`config.mk`:
```
export PLATFORM = sky130hd
export DESIGN_NAME = blit_engine
export DESIGN_NICKNAME = d
export VERILOG_FILES = /design/src/rtl/blit_pkg.sv /design/src/rtl/blit_ctrl.sv /design/src/rtl/blit_datapath.sv /design/src/rtl/blit_engine.sv
export SDC_FILE = /design/constraint.sdc
export NUM_CORES = 1
export LEC_CHECK = 0
export CAP_MARGIN = 15
export CORE_AREA = 3 3 189 191
export DETAILED_ROUTE_END_ITERATION = 8
export DIE_AREA = 0 0 192 194
export HOLD_SLACK_MARGIN = 0.06
export MAX_ROUTING_LAYER = met4
export PLACE_DENSITY = 0.59
export SYNTH_ARGS = -nofsm -noshare
export SYNTH_HDL_FRONTEND = slang
export SYNTH_SLANG_ARGS = --single-unit
export TNS_END_PERCENT = 1
```
`constraint.sdc`:
```
create_clock -name clk -period 12.35 [get_ports clk]
set_input_delay 2.47 -clock clk [delete_from_list [all_inputs] [get_ports clk]]
set_output_delay 2.47 -clock clk [all_outputs]
set_load 0.02 [all_outputs]
```
`src/rtl/blit_pkg.sv`:
```
package blit_pkg;

  typedef enum logic [1:0] {
    MASK_HEAD = 2'd0,
    MASK_BODY = 2'd1,
    MASK_TAIL = 2'd2
  } maskSel_e;

  typedef struct packed {
    logic     load;
    logic     srcRead;
    logic     dstRead;
    logic     write;
    logic     lineEnd;
    maskSel_e maskSel;
  } blitCtl_t;

  // truth table index is {~s, ~d}
  function automatic logic opUsesSrc(input logic [3:0] op);
    return op[1:0] != op[3:2];
  endfunction

  function automatic logic opUsesDst(input logic [3:0] op);
    return {op[2], op[0]} != {op[3], op[1]};
  endfunction

endpackage

```
`src/rtl/blit_ctrl.sv`:
```
module blit_ctrl
  import blit_pkg::*;
#(
  parameter int CNT_W  = 8,
  parameter int DATA_W = 16
) (
  input  logic              clk,
  input  logic              rstN,
  input  logic              start,
  input  logic [CNT_W-1:0]  xCount,
  input  logic [CNT_W-1:0]  yCount,
  input  logic [3:0]        logicOp,
  input  logic [1:0]        htOp,
  input  logic              fxsr,
  input  logic              nfsr,
  input  logic [DATA_W-1:0] headMask,
  input  logic [DATA_W-1:0] bodyMask,
  input  logic [DATA_W-1:0] tailMask,
  input  logic              busGrant,
  output logic              busReq,
  output logic              busStrobe,
  output logic              busWe,
  output logic              busy,
  output blitCtl_t          ctl
);

  typedef enum logic [2:0] {
    S_IDLE, S_WAITG, S_ARB, S_PRIME, S_SRC, S_DST, S_WR, S_REL
  } state_e;

  state_e           state, stateNext;
  logic [CNT_W-1:0] xLeft;
  logic [CNT_W-1:0] yLeft;
  logic             curFirst;
  logic             curLast;
  logic             srcUsed;
  logic             dstByOp;
  logic             singleWord;
  logic             needDstCur;
  state_e           lineStartState;

  assign srcUsed    = opUsesSrc(logicOp) && htOp[1];
  assign dstByOp    = opUsesDst(logicOp);
  assign singleWord = (xCount == CNT_W'(1));
  assign curLast    = (xLeft == CNT_W'(1));

  function automatic logic [DATA_W-1:0] maskFor(input logic isFirst, input logic isLast);
    if (isFirst)     return headMask;
    else if (isLast) return tailMask;
    else             return bodyMask;
  endfunction

  function automatic state_e wordEntry(input logic isFirst, input logic isLast);
    logic srcRd, dstRd;
    srcRd = srcUsed && !(nfsr && isLast && !singleWord);
    dstRd = dstByOp || (maskFor(isFirst, isLast) != {DATA_W{1'b1}});
    if (srcRd)      return S_SRC;
    else if (dstRd) return S_DST;
    else            return S_WR;
  endfunction

  assign needDstCur     = dstByOp || (maskFor(curFirst, curLast) != {DATA_W{1'b1}});
  assign lineStartState = (fxsr && srcUsed) ? S_PRIME : wordEntry(1'b1, singleWord);

  always_comb begin
    stateNext = state;
    unique case (state)
      S_IDLE:  if (start) stateNext = S_WAITG;
      S_WAITG: if (busGrant) stateNext = S_ARB;
      S_ARB:   stateNext = lineStartState;
      S_PRIME: stateNext = wordEntry(curFirst, curLast);
      S_SRC:   stateNext = needDstCur ? S_DST : S_WR;
      S_DST:   stateNext = S_WR;
      S_WR: begin
        if (curLast) stateNext = (yLeft == CNT_W'(1)) ? S_REL : lineStartState;
        else         stateNext = wordEntry(1'b0, xLeft == CNT_W'(2));
      end
      S_REL:   stateNext = S_IDLE;
      default: stateNext = S_IDLE;
    endcase
  end

  always_ff @(posedge clk or negedge rstN) begin
    if (!rstN) begin
      state    <= S_IDLE;
      xLeft    <= '0;
      yLeft    <= '0;
      curFirst <= 1'b0;
    end else begin
      state <= stateNext;
      if (state == S_IDLE && start) begin
        xLeft    <= xCount;
        yLeft    <= yCount;
        curFirst <= 1'b1;
      end else if (state == S_WR) begin
        if (curLast) begin
          xLeft    <= xCount;
          yLeft    <= yLeft - CNT_W'(1);
          curFirst <= 1'b1;
        end else begin
          xLeft    <= xLeft - CNT_W'(1);
          curFirst <= 1'b0;
        end
      end
    end
  end

  assign busy      = (state != S_IDLE);
  assign busReq    = busy;
  assign busStrobe = (state == S_PRIME) || (state == S_SRC) || (state == S_DST) || (state == S_WR);
  assign busWe     = (state == S_WR);

  always_comb begin
    ctl         = '0;
    ctl.load    = (state == S_IDLE) && start;
    ctl.srcRead = (state == S_PRIME) || (state == S_SRC);
    ctl.dstRead = (state == S_DST);
    ctl.write   = (state == S_WR);
    ctl.lineEnd = (state == S_WR) && curLast;
    ctl.maskSel = curFirst ? MASK_HEAD : (curLast ? MASK_TAIL : MASK_BODY);
  end

  // writes seen in the current line, used by the line-width check
  logic [CNT_W-1:0] wrInLine;
  always_ff @(posedge clk or negedge rstN) begin
    if (!rstN)                      wrInLine <= '0;
    else if (ctl.load || ctl.lineEnd) wrInLine <= '0;
    else if (ctl.write)             wrInLine <= wrInLine + CNT_W'(1);
  end

  p_single_access_r1: assert property (@(posedge clk) disable iff (!rstN)
    $onehot0({ctl.srcRead, ctl.dstRead, ctl.write}));

  p_dst_then_write_r1: assert property (@(posedge clk) disable iff (!rstN)
    ctl.dstRead |=> ctl.write);

  p_line_writes_r6: assert property (@(posedge clk) disable iff (!rstN)
    ctl.lineEnd |-> (wrInLine == xCount - CNT_W'(1)));

  p_tail_skip_r8: assert property (@(posedge clk) disable iff (!rstN)
    (ctl.write && ctl.maskSel == MASK_TAIL && nfsr && !singleWord) |-> !$past(ctl.srcRead));

  p_wait_grant_r9: assert property (@(posedge clk) disable iff (!rstN)
    (state == S_WAITG && !busGrant) |=> !busStrobe);

  p_release_gap_r9: assert property (@(posedge clk) disable iff (!rstN)
    $fell(busy) |-> !$past(busStrobe));

endmodule

```
`src/rtl/blit_datapath.sv`:
```
module blit_datapath
  import blit_pkg::*;
#(
  parameter int ADDR_W  = 16,
  parameter int DATA_W  = 16,
  parameter int HT_ROWS = 16,
  localparam int SKEW_W = $clog2(DATA_W),
  localparam int LINE_W = $clog2(HT_ROWS)
) (
  input  logic                      clk,
  input  logic                      rstN,
  input  blitCtl_t                  ctl,
  input  logic [ADDR_W-1:0]         srcStart,
  input  logic [ADDR_W-1:0]         srcXinc,
  input  logic [ADDR_W-1:0]         srcYinc,
  input  logic [ADDR_W-1:0]         dstStart,
  input  logic [ADDR_W-1:0]         dstXinc,
  input  logic [ADDR_W-1:0]         dstYinc,
  input  logic [3:0]                logicOp,
  input  logic [1:0]                htOp,
  input  logic [SKEW_W-1:0]         skew,
  input  logic [DATA_W-1:0]         headMask,
  input  logic [DATA_W-1:0]         bodyMask,
  input  logic [DATA_W-1:0]         tailMask,
  input  logic [HT_ROWS*DATA_W-1:0] htPattern,
  input  logic [DATA_W-1:0]         busRdata,
  output logic [ADDR_W-1:0]         busAddr,
  output logic [DATA_W-1:0]         busWdata
);

  logic [ADDR_W-1:0]   srcAddr, dstAddr;
  logic [2*DATA_W-1:0] srcLatch;
  logic [2*DATA_W-1:0] shifted;
  logic [DATA_W-1:0]   dstData;
  logic [LINE_W-1:0]   lineIdx;
  logic [DATA_W-1:0]   srcWord, htWord, hopOut, opOut, maskWord;

  assign shifted = srcLatch >> skew;
  assign srcWord = shifted[DATA_W-1:0];
  assign htWord  = htPattern[lineIdx*DATA_W +: DATA_W];

  always_comb begin
    unique case (htOp)
      2'd0: hopOut = {DATA_W{1'b1}};
      2'd1: hopOut = htWord;
      2'd2: hopOut = srcWord;
      default: hopOut = srcWord & htWord;
    endcase
  end

  for (genvar b = 0; b < DATA_W; b++) begin : g_opBit
    assign opOut[b] = logicOp[{~hopOut[b], ~dstData[b]}];
  end

  always_comb begin
    unique case (ctl.maskSel)
      MASK_HEAD: maskWord = headMask;
      MASK_TAIL: maskWord = tailMask;
      default:   maskWord = bodyMask;
    endcase
  end

  assign busWdata = (opOut & maskWord) | (dstData & ~maskWord);
  assign busAddr  = ctl.srcRead ? srcAddr : dstAddr;

  always_ff @(posedge clk or negedge rstN) begin
    if (!rstN) begin
      srcAddr  <= '0;
      dstAddr  <= '0;
      srcLatch <= '0;
      dstData  <= '0;
      lineIdx  <= '0;
    end else if (ctl.load) begin
      srcAddr  <= srcStart;
      dstAddr  <= dstStart;
      srcLatch <= '0;
      lineIdx  <= '0;
    end else begin
      if (ctl.srcRead) begin
        srcLatch <= {srcLatch[DATA_W-1:0], busRdata};
        srcAddr  <= srcAddr + srcXinc;
      end else if (ctl.lineEnd) begin
        srcAddr  <= srcAddr + srcYinc;
      end
      if (ctl.dstRead) dstData <= busRdata;
      if (ctl.write)
        dstAddr <= dstAddr + dstXinc + (ctl.lineEnd ? dstYinc : '0);
      if (ctl.lineEnd) lineIdx <= lineIdx + LINE_W'(1);
    end
  end

  p_latch_hold_r10: assert property (@(posedge clk) disable iff (!rstN)
    (!ctl.srcRead && !ctl.load) |=> $stable(srcLatch));

endmodule

```
`src/rtl/blit_engine.sv`:
```
module blit_engine
  import blit_pkg::*;
#(
  parameter int ADDR_W  = 16,
  parameter int DATA_W  = 16,
  parameter int CNT_W   = 8,
  parameter int HT_ROWS = 16,
  localparam int SKEW_W = $clog2(DATA_W)
) (
  input  logic                      clk,
  input  logic                      rstN,
  input  logic                      start,
  input  logic [ADDR_W-1:0]         srcStart,
  input  logic [ADDR_W-1:0]         srcXinc,
  input  logic [ADDR_W-1:0]         srcYinc,
  input  logic [ADDR_W-1:0]         dstStart,
  input  logic [ADDR_W-1:0]         dstXinc,
  input  logic [ADDR_W-1:0]         dstYinc,
  input  logic [CNT_W-1:0]          xCount,
  input  logic [CNT_W-1:0]          yCount,
  input  logic [3:0]                logicOp,
  input  logic [1:0]                htOp,
  input  logic [SKEW_W-1:0]         skew,
  input  logic                      fxsr,
  input  logic                      nfsr,
  input  logic [DATA_W-1:0]         headMask,
  input  logic [DATA_W-1:0]         bodyMask,
  input  logic [DATA_W-1:0]         tailMask,
  input  logic [HT_ROWS*DATA_W-1:0] htPattern,
  output logic                      busReq,
  input  logic                      busGrant,
  output logic                      busStrobe,
  output logic                      busWe,
  output logic [ADDR_W-1:0]         busAddr,
  output logic [DATA_W-1:0]         busWdata,
  input  logic [DATA_W-1:0]         busRdata,
  output logic                      busy
);

  blitCtl_t ctl;

  blit_ctrl #(.CNT_W(CNT_W), .DATA_W(DATA_W)) u_ctrl (
    .clk(clk), .rstN(rstN), .start(start),
    .xCount(xCount), .yCount(yCount),
    .logicOp(logicOp), .htOp(htOp), .fxsr(fxsr), .nfsr(nfsr),
    .headMask(headMask), .bodyMask(bodyMask), .tailMask(tailMask),
    .busGrant(busGrant), .busReq(busReq), .busStrobe(busStrobe),
    .busWe(busWe), .busy(busy), .ctl(ctl)
  );

  blit_datapath #(.ADDR_W(ADDR_W), .DATA_W(DATA_W), .HT_ROWS(HT_ROWS)) u_dp (
    .clk(clk), .rstN(rstN), .ctl(ctl),
    .srcStart(srcStart), .srcXinc(srcXinc), .srcYinc(srcYinc),
    .dstStart(dstStart), .dstXinc(dstXinc), .dstYinc(dstYinc),
    .logicOp(logicOp), .htOp(htOp), .skew(skew),
    .headMask(headMask), .bodyMask(bodyMask), .tailMask(tailMask),
    .htPattern(htPattern), .busRdata(busRdata),
    .busAddr(busAddr), .busWdata(busWdata)
  );

endmodule

```
==> results of run 1 <==
## cell families after synthesis
kind of cell,after synthesis
mux,210
flops,103
compound gates,292
buf+inv,105
fa+ha+maj,52
xor+xnor,36
simple gates,245
## area by class of cell
type | count | area (sq um)
timing repair buffer | 496 | 4920
sequential | 103 | 2580
tap | 455 | 569
inverter | 27 | 101
clock inverter | 7 | 82.6
clock buffer | 9 | 225
antenna | 9 | 22.5
fill | 3243 | 18000
multi-input combinational | 835 | 7800
## Yosys cell counts (20+ instances only)
| library cell | count | area share |
|---|---|---|
| a31oi_1 | 28 | 0.016 |
| xnor2_1 | 20 | 0.016 |
| o21ai_0 | 39 | 0.018 |
| nand2_1 | 65 | 0.023 |
| mux2_2 | 52 | 0.054 |
| a21oi_1 | 70 | 0.032 |
| and3_1 | 22 | 0.013 |
| nor2b_1 | 20 | 0.012 |
| nor2_1 | 59 | 0.021 |
| dfrtp_1 | 103 | 0.24 |
| clkbuf_1 | 50 | 0.017 |
| mux4_2 | 111 | 0.23 |
| mux2i_1 | 38 | 0.035 |
| a211oi_1 | 22 | 0.015 |
| ha_1 | 35 | 0.041 |
| inv_1 | 24 | 0.0083 |
| nor3_1 | 20 | 0.0093 |
| a22o_1 | 31 | 0.025 |
## layout by cell type (no fill, tap or decap), types with 18 or more instances in the layout
| cell type | instances |
|---|---|
| nand2_1 | 65 |
| inv_1 | 24 |
| a21oi_1 | 70 |
| mux4_2 | 111 |
| xnor2_1 | 20 |
| dfrtp_1 | 101 |
| a31oi_1 | 28 |
| o22ai_1 | 18 |
| o21ai_1 | 18 |
| o21ai_0 | 39 |
| a22o_1 | 31 |
| and3_1 | 22 |
| nor3_1 | 20 |
| ha_1 | 35 |
| clkdlybuf4s50_1 | 481 |
| nor2b_1 | 20 |
| mux2i_1 | 38 |
| mux2_2 | 52 |
| a211oi_1 | 22 |
| nor2_1 | 59 |
## metrics by stage
stage          hold WS, ns   util
3_5_place_dp         0.498  0.466
3_3_place_gp         0.485  0.466
4_1_cts              0.519  0.475
5_1_grt              0.531  0.476
6_report             0.522  0.476
2_1_floorplan        0.461      -
## power by group through the flow
stage	clock network (uW)	registers [uW]	logic, uW
3_5_place_dp	0	758	2420
3_3_place_gp	0	756	2400
4_1_cts	314	751	2440
6_report	306	756	2430
2_1_floorplan	0	629	1730
5_1_grt	328	782	2650
## state kept, by name, summed over array words and instances, names as in the netlist
register         cells
u_dp.dstData        16
u_dp.srcAddr        16
u_ctrl.yLeft         8
u_dp.lineIdx         4
u_ctrl.xLeft         8
u_dp.srcLatch       31
u_ctrl.state         3
u_ctrl.curFirst      1
u_dp.dstAddr        16
## per-layer routing
metal,up-vias,wire length [microns],global-route usage
met3,27,3660,0.0468
met4,0,459,0.0391
met5,-,0,-
li1,4986,-,-
met2,450,23300,0.410
met1,5509,23200,0.385
## path summary, 6_finish.rpt
kind | from | to | slack (ns) | cells past startpoint
worst max register to register | u_ctrl.xLeft[4]$_DFFE_PN0N_ | u_dp.dstAddr[15]$_DFFE_PN0N_ | 7.34 | 17
min in group asynchronous | rstN | u_dp.srcAddr[0]$_DFFE_PN0P_ | 2.17 | 1
worst min-delay path | u_dp.srcLatch[30]$_DFFE_PN0P_ | u_dp.srcLatch[30]$_DFFE_PN0P_ | 0.52 | 1
max in group asynchronous | rstN | u_dp.srcLatch[26]$_DFFE_PN0P_ | 9.04 | 2
worst max-delay path | skew[1] | busWdata[9] | 4.08 | 9
worst min register to register | u_dp.srcLatch[30]$_DFFE_PN0P_ | u_dp.srcLatch[30]$_DFFE_PN0P_ | 0.52 | 1
==> metrics.md, run 1 <==
| Metric | Value |
|---|---|
| Leakage | `0.00624 uW` |
| Quantity of I/O buffers inserted on ports | `483` |
| Largest family of logic cells by synthesized area | `multiplexers` |
| Post-route cell area | `16300 sq um` |
| Internal Power | `1890 uW` |
| Mux contribution to synthesized area | `0.330` |
| Clk Latency, worst-skew pair | `0.36 ns` |
| Fmax | `121 MHz` |
| Reg power frac | `0.216` |
| Max rail drop VDD | `0.128 mV` |
| Area Overhead vs Synth | `51.1%` |
| Final wirelength | `50600 microns` |
| Worst-path fanout max | `31` |
| Crit-path leading delay family | `buffers and inverters` |
| Detailed Route Iter0 Violations | `873` |
| Library cells used by synthesis | `66` |
| Post-Place Setup Slack | `4.11 ns` |
| Crit-path max cell delay | `0.71 ns` |
| Share of layout cells above drive strength 1 | `0.137` |
| Clock Tree Buf Depth | `2` |
| Least-Margin Pin Slew | `1.04 ns` |
| CTS sink cnt | `103` |
| Tcrit/Tclk final | `0.670` |
| I/O pins | `484` |
| Maxcap violations | `0` |
| Remaining Overflow, GRT | `0` |
| Crit-path cells | `clkdlybuf4s50_1 -> buf_4 -> mux4_2 -> mux4_2 -> o22ai_1 -> a211oi_1 -> a31oi_1 -> o22a_1 -> clkdlybuf4s50_1` |
| Die X | `192 microns` |
| Top_reg_cell synth | `dfrtp_1` |
| Startpoint Class | `primary input` |
| Worst EP arrival | `5.80 ns` |
| Placed cell areas | `16000 sq um` |
| Largest net degree at the start of global routing | `68` |
| CP max-delay cell | `clkdlybuf4s50_1` |
| CTS Root Cell | `clkbuf_16` |
| CTS buffer count | `9` |
| Final GP Congestion | `0.949` |
| Vias per cell | `5.65` |
| Ys async rst share | `1.00` |
| Placed cell count | `1916` |
| Syn_nets | `1543` |
| Final Power | `3490 uW` |
| DR pass1 iterations | `5` |
| Worst Setup End Kind | `output pin` |
| # rows | `68` |
| WP data required | `9.88 ns` |
| Power per Cell Area | `214 nW/um^2` |
| Status | `complete, no violations` |
| Final setup violation count | `0` |
| Synth Area in Compound Gates | `0.177` |
| Core ar. | `34300 sq um` |
| DRC | `0` |
| Synthesized area per cell | `10.3 sq um` |
| Simple-gate share of the synthesized area | `0.112` |
| First-pass GRT wire length | `72800 microns` |
| ANT nets after route | `0` |
| Clock slew at reported path FFs | `0.07 ns` |
| Final worst slack | `4.08 ns` |
| Total GRT Usage | `0.269` |
| #FFs+latches synth | `103` |
| Die Span Y | `194 microns` |
| Gate power share | `0.696` |
| Fin crit period | `8.27 ns` |
| Sw Share | `0.458` |
| Post-CTS Hold Buffers | `0` |
| Clock power frac | `0.088` |
| Initial cell density of the core | `0.315` |
| Worst Path Buf+Inv | `3` |
| Seq/Total Area, Yosys | `0.239` |
| WS Path Type | `primary input to output pin` |
| Post-CTS Resized | `0` |
| Max-slew violation count | `0` |
| CTS tree | `built` |
| Via count | `11000` |
| Final Net Count | `1972` |
| Yosys warns | `0` |
| Vias in the first global route | `10900` |
| Dpl hpwl | `41000 microns` |
| Post-Synth XOR/XNOR Area | `0.0292` |
| Drt wl/cell | `26.1 microns` |
| Post-Synth Adder-Cell Area | `0.0721` |
| Synthesized area | `10800 sq um` |
| Worst hold path type | `register to register` |
| Post-route setup TNS | `0 ns` |
| Final hold violation count | `0` |
| Final non-filler cell total | `1941` |
| Mapped Cells | `1043` |
| Post-CTS setup buffer count | `0` |
| RSZ-0062 raised after global routing | `false` |
| H-tree depth | `3` |
| Initial antenna violation count | `8` |
| Post-synth EDFFs | `0` |
| Die Footprint | `37200 sq um` |
| NetSw | `1600 uW` |
| Final Skew | `0.0191 ns` |
| Slew Limit Headroom | `0.304` |
No activity file was read; power rests on OpenSTA's default activity.
==> run 2: changes to the inputs <==
Clock period 12.35 ns to 8.6 ns, I/O delays scaled along.
==> metrics.md, run 2 (synthesized netlist as in run 1, its figures left out) <==
| Metric | Value |
|---|---|
| Largest net degree at the start of global routing | `68 (unchanged)` |
| Maxcap violations | `0 (unchanged)` |
| Final hold violation count | `0 (unchanged)` |
| DRC | `0 (unchanged)` |
| Area Overhead vs Synth | `51.0% (about the same)` |
| Worst hold path type | `register to register` |
| Final setup violation count | `0 (unchanged)` |
| DR pass1 iterations | `7 (+2)` |
| Hold Path End | `u_ctrl.yLeft[7]$_DFFE_PN0P_` |
| Worst Path Buf+Inv | `3 (unchanged)` |
| ANT nets after route | `0 (unchanged)` |
| CP max-delay cell | `clkdlybuf4s50_1` |
| Clk Latency, worst-skew pair | `0.36 ns (about the same)` |
| Power per Cell Area | `307 nW/um^2 (+44%)` |
| Worst Setup End Kind | `output pin` |
| Max-slew violation count | `0 (unchanged)` |
| Fin crit period | `7.06 ns` |
| CTS sink cnt | `103 (unchanged)` |
| CTS buffer count | `9 (unchanged)` |
| Quantity of I/O buffers inserted on ports | `483 (unchanged)` |
| CTS tree | `built` |
| H-tree depth | `3 (unchanged)` |
| Post-route setup TNS | `0 ns (unchanged)` |
| RSZ-0062 raised after global routing | `false` |
| Fmax | `142 MHz` |
| I/O pins | `484 (unchanged)` |
| Total GRT Usage | `0.272 (+0.00316)` |
| Area of the multi-input gates | `7800 sq um (unchanged)` |
| Reg2Reg Depth | `17 (unchanged)` |
| Dpl hpwl | `41500 microns (+1.2%)` |
| WP data required | `6.88 ns (-3.00 ns)` |
| Tcrit/Tclk final | `0.821` |
| Remaining Overflow, GRT | `0 (unchanged)` |
| WS Path Type | `primary input to output pin` |
| Vias in the first global route | `10900 (-0.22%)` |
| Fill cells | `3238 (-0.15%)` |
| Critical R2R Launch | `u_ctrl.xLeft[4]$_DFFE_PN0N_` |
| Clock Tree Buf Depth | `2 (unchanged)` |
| CTS Root Cell | `clkbuf_16` |
| Initial antenna violation count | `11 (+3)` |
| Largest register by flop count | `u_dp.srcLatch` |
| Commonest non-fill, non-tap cell in the layout | `clkdlybuf4s50_1` |
| Hold Path Depth | `1 (unchanged)` |
| Final GP Congestion | `0.948 (about the same)` |
| Detailed Route Iter0 Violations | `1017 (+16%)` |
| Core ar. | `34300 sq um (unchanged)` |
| Post-CTS Hold Buffers | `0 (unchanged)` |
| Post-CTS setup buffer count | `0 (unchanged)` |
| Worst EP arrival | `5.34 ns (-0.46 ns)` |
| Reg2reg setup slack | `3.66 ns (-3.68 ns)` |
| Final Net Count | `1973 (+0.051%)` |
| Crit Reg-Reg Endpoint | `u_dp.dstAddr[15]$_DFFE_PN0N_` |
| Die Footprint | `37200 sq um (unchanged)` |
| Least-Margin Pin Slew | `1.06 ns (+0.0222 ns)` |
| Die X | `192 microns (unchanged)` |
| Die Span Y | `194 microns (unchanged)` |
| Crit-path max cell delay | `0.98 ns (+0.27 ns)` |
| Status | `complete, no violations` |
| First-pass GRT wire length | `73300 microns (+0.63%)` |
| Number of flip-flops under the largest register name | `31 (unchanged)` |
| Slew Limit Headroom | `0.289 (-0.0148)` |
| Initial cell density of the core | `0.315 (unchanged)` |
| # rows | `68 (unchanged)` |
| Clock slew at reported path FFs | `0.08 ns (about the same)` |
| Final wirelength | `50900 microns (+0.72%)` |
| Worst hold slack | `0.534 ns (+0.0117 ns)` |
| Final Skew | `0.0150 ns (-0.00404 ns)` |
| Crit-path leading delay family | `buffers and inverters` |
| Share of layout cells above drive strength 1 | `0.137 (about the same)` |
| Sequential Area | `2580 sq um (unchanged)` |
| Hold path start | `u_ctrl.yLeft[7]$_DFFE_PN0P_` |
| Vias per cell | `5.65 (about the same)` |
| Post-CTS Resized | `0 (unchanged)` |
| Commonest non-fill, non-tap cells in the layout | `481 x clkdlybuf4s50_1, 111 x mux4_2, 101 x dfrtp_1, 70 x a21oi_1, 65 x nand2_1` |
| Leakage | `0.00624 uW (-0.15%)` |
| Drt wl/cell | `26.2 microns (+0.62%)` |
| Max rail drop VDD | `0.165 mV (+29%)` |
| Worst-path fanout max | `17 (-45%)` |
| Crit-path cells | `clkdlybuf4s50_1 -> buf_4 -> mux4_2 -> mux4_2 -> o22ai_1 -> a211oi_1 -> a31oi_1 -> o22a_1 -> clkdlybuf4s50_1` |
| Startpoint Class | `primary input` |
| Via count | `11000 (+0.0091%)` |
==> run 2: cell types whose count changed in the layout (fill, tap and decap cells not counted), sizes merged <==
cell / change
buf: +1
clkinvlp: +1
clkbuf: +2
diode: +1
bufinv: -1
clkinv: -3
inv: +1
==> run 2: per-stage QoR <==
stage	total power [uW]	instance area [sq um]	setup WS, ns	std cells	utilization
finish	5010	16300	1.54	1943	0.475
global route	5390	16300	1.33	1943	0.475
CTS	5020	16300	1.54	1933	0.474
detailed placement	4580	16000	1.57	1917	0.466
global placement	4560	16000	1.56	1917	0.466
floorplan	3390	10800	2.95	1043	-
==> run 2: power breakdown <==
part	switching (uW)	internal, uW	total [uW]
registers	429	722	1150
logic	1680	1770	3440
clock network	207	207	414
total	2310	2700	5010
==> run 2: routing by layer <==
layer | vias to the layer above | GRT usage | wire length [microns]
met5 | - | - | 0
met2 | 449 | 0.413 | 23400
met4 | 0 | 0.0532 | 821
met3 | 43 | 0.0667 | 4410
met1 | 5481 | 0.373 | 22300
li1 | 5000 | - | -
==> run 2: how the worst max path moves through the flow <==
stage                       start           to  slack, ns  cells after the start
after floorplan           skew[0]  busWdata[1]       2.95                      8
after global placement    skew[1]  busWdata[8]       1.56                      9
after detailed placement  skew[1]  busWdata[8]       1.57                      9
after CTS                 skew[1]  busWdata[8]       1.54                      9
after global routing      skew[1]  busWdata[8]       1.33                      9
final                     skew[1]  busWdata[8]       1.54                      9
==> run 2: worst reg2reg max path, delay by kind of cell, from the launching register on <==
family	cells	cell delay (ns)
AOI/OAI and AO/OA	5	1.02
xor gates and xnor gates	1	0.17
adders and majority gates	3	1.02
buffers and inverters	2	0.14
DFF	1	0.45
and+or+nand+nor	6	1.98
==> run 2: layout make-up <==
| type | count | area share |
|---|---|---|
| inverter | 27 | 0.00622 |
| clock buffer | 11 | 0.0149 |
| antenna | 10 | 0.00154 |
| multi-input combinational | 835 | 0.479 |
| timing repair buffer | 497 | 0.303 |
| clock inverter | 5 | 0.00246 |
| tap | 455 | 0.0349 |
| sequential | 103 | 0.158 |
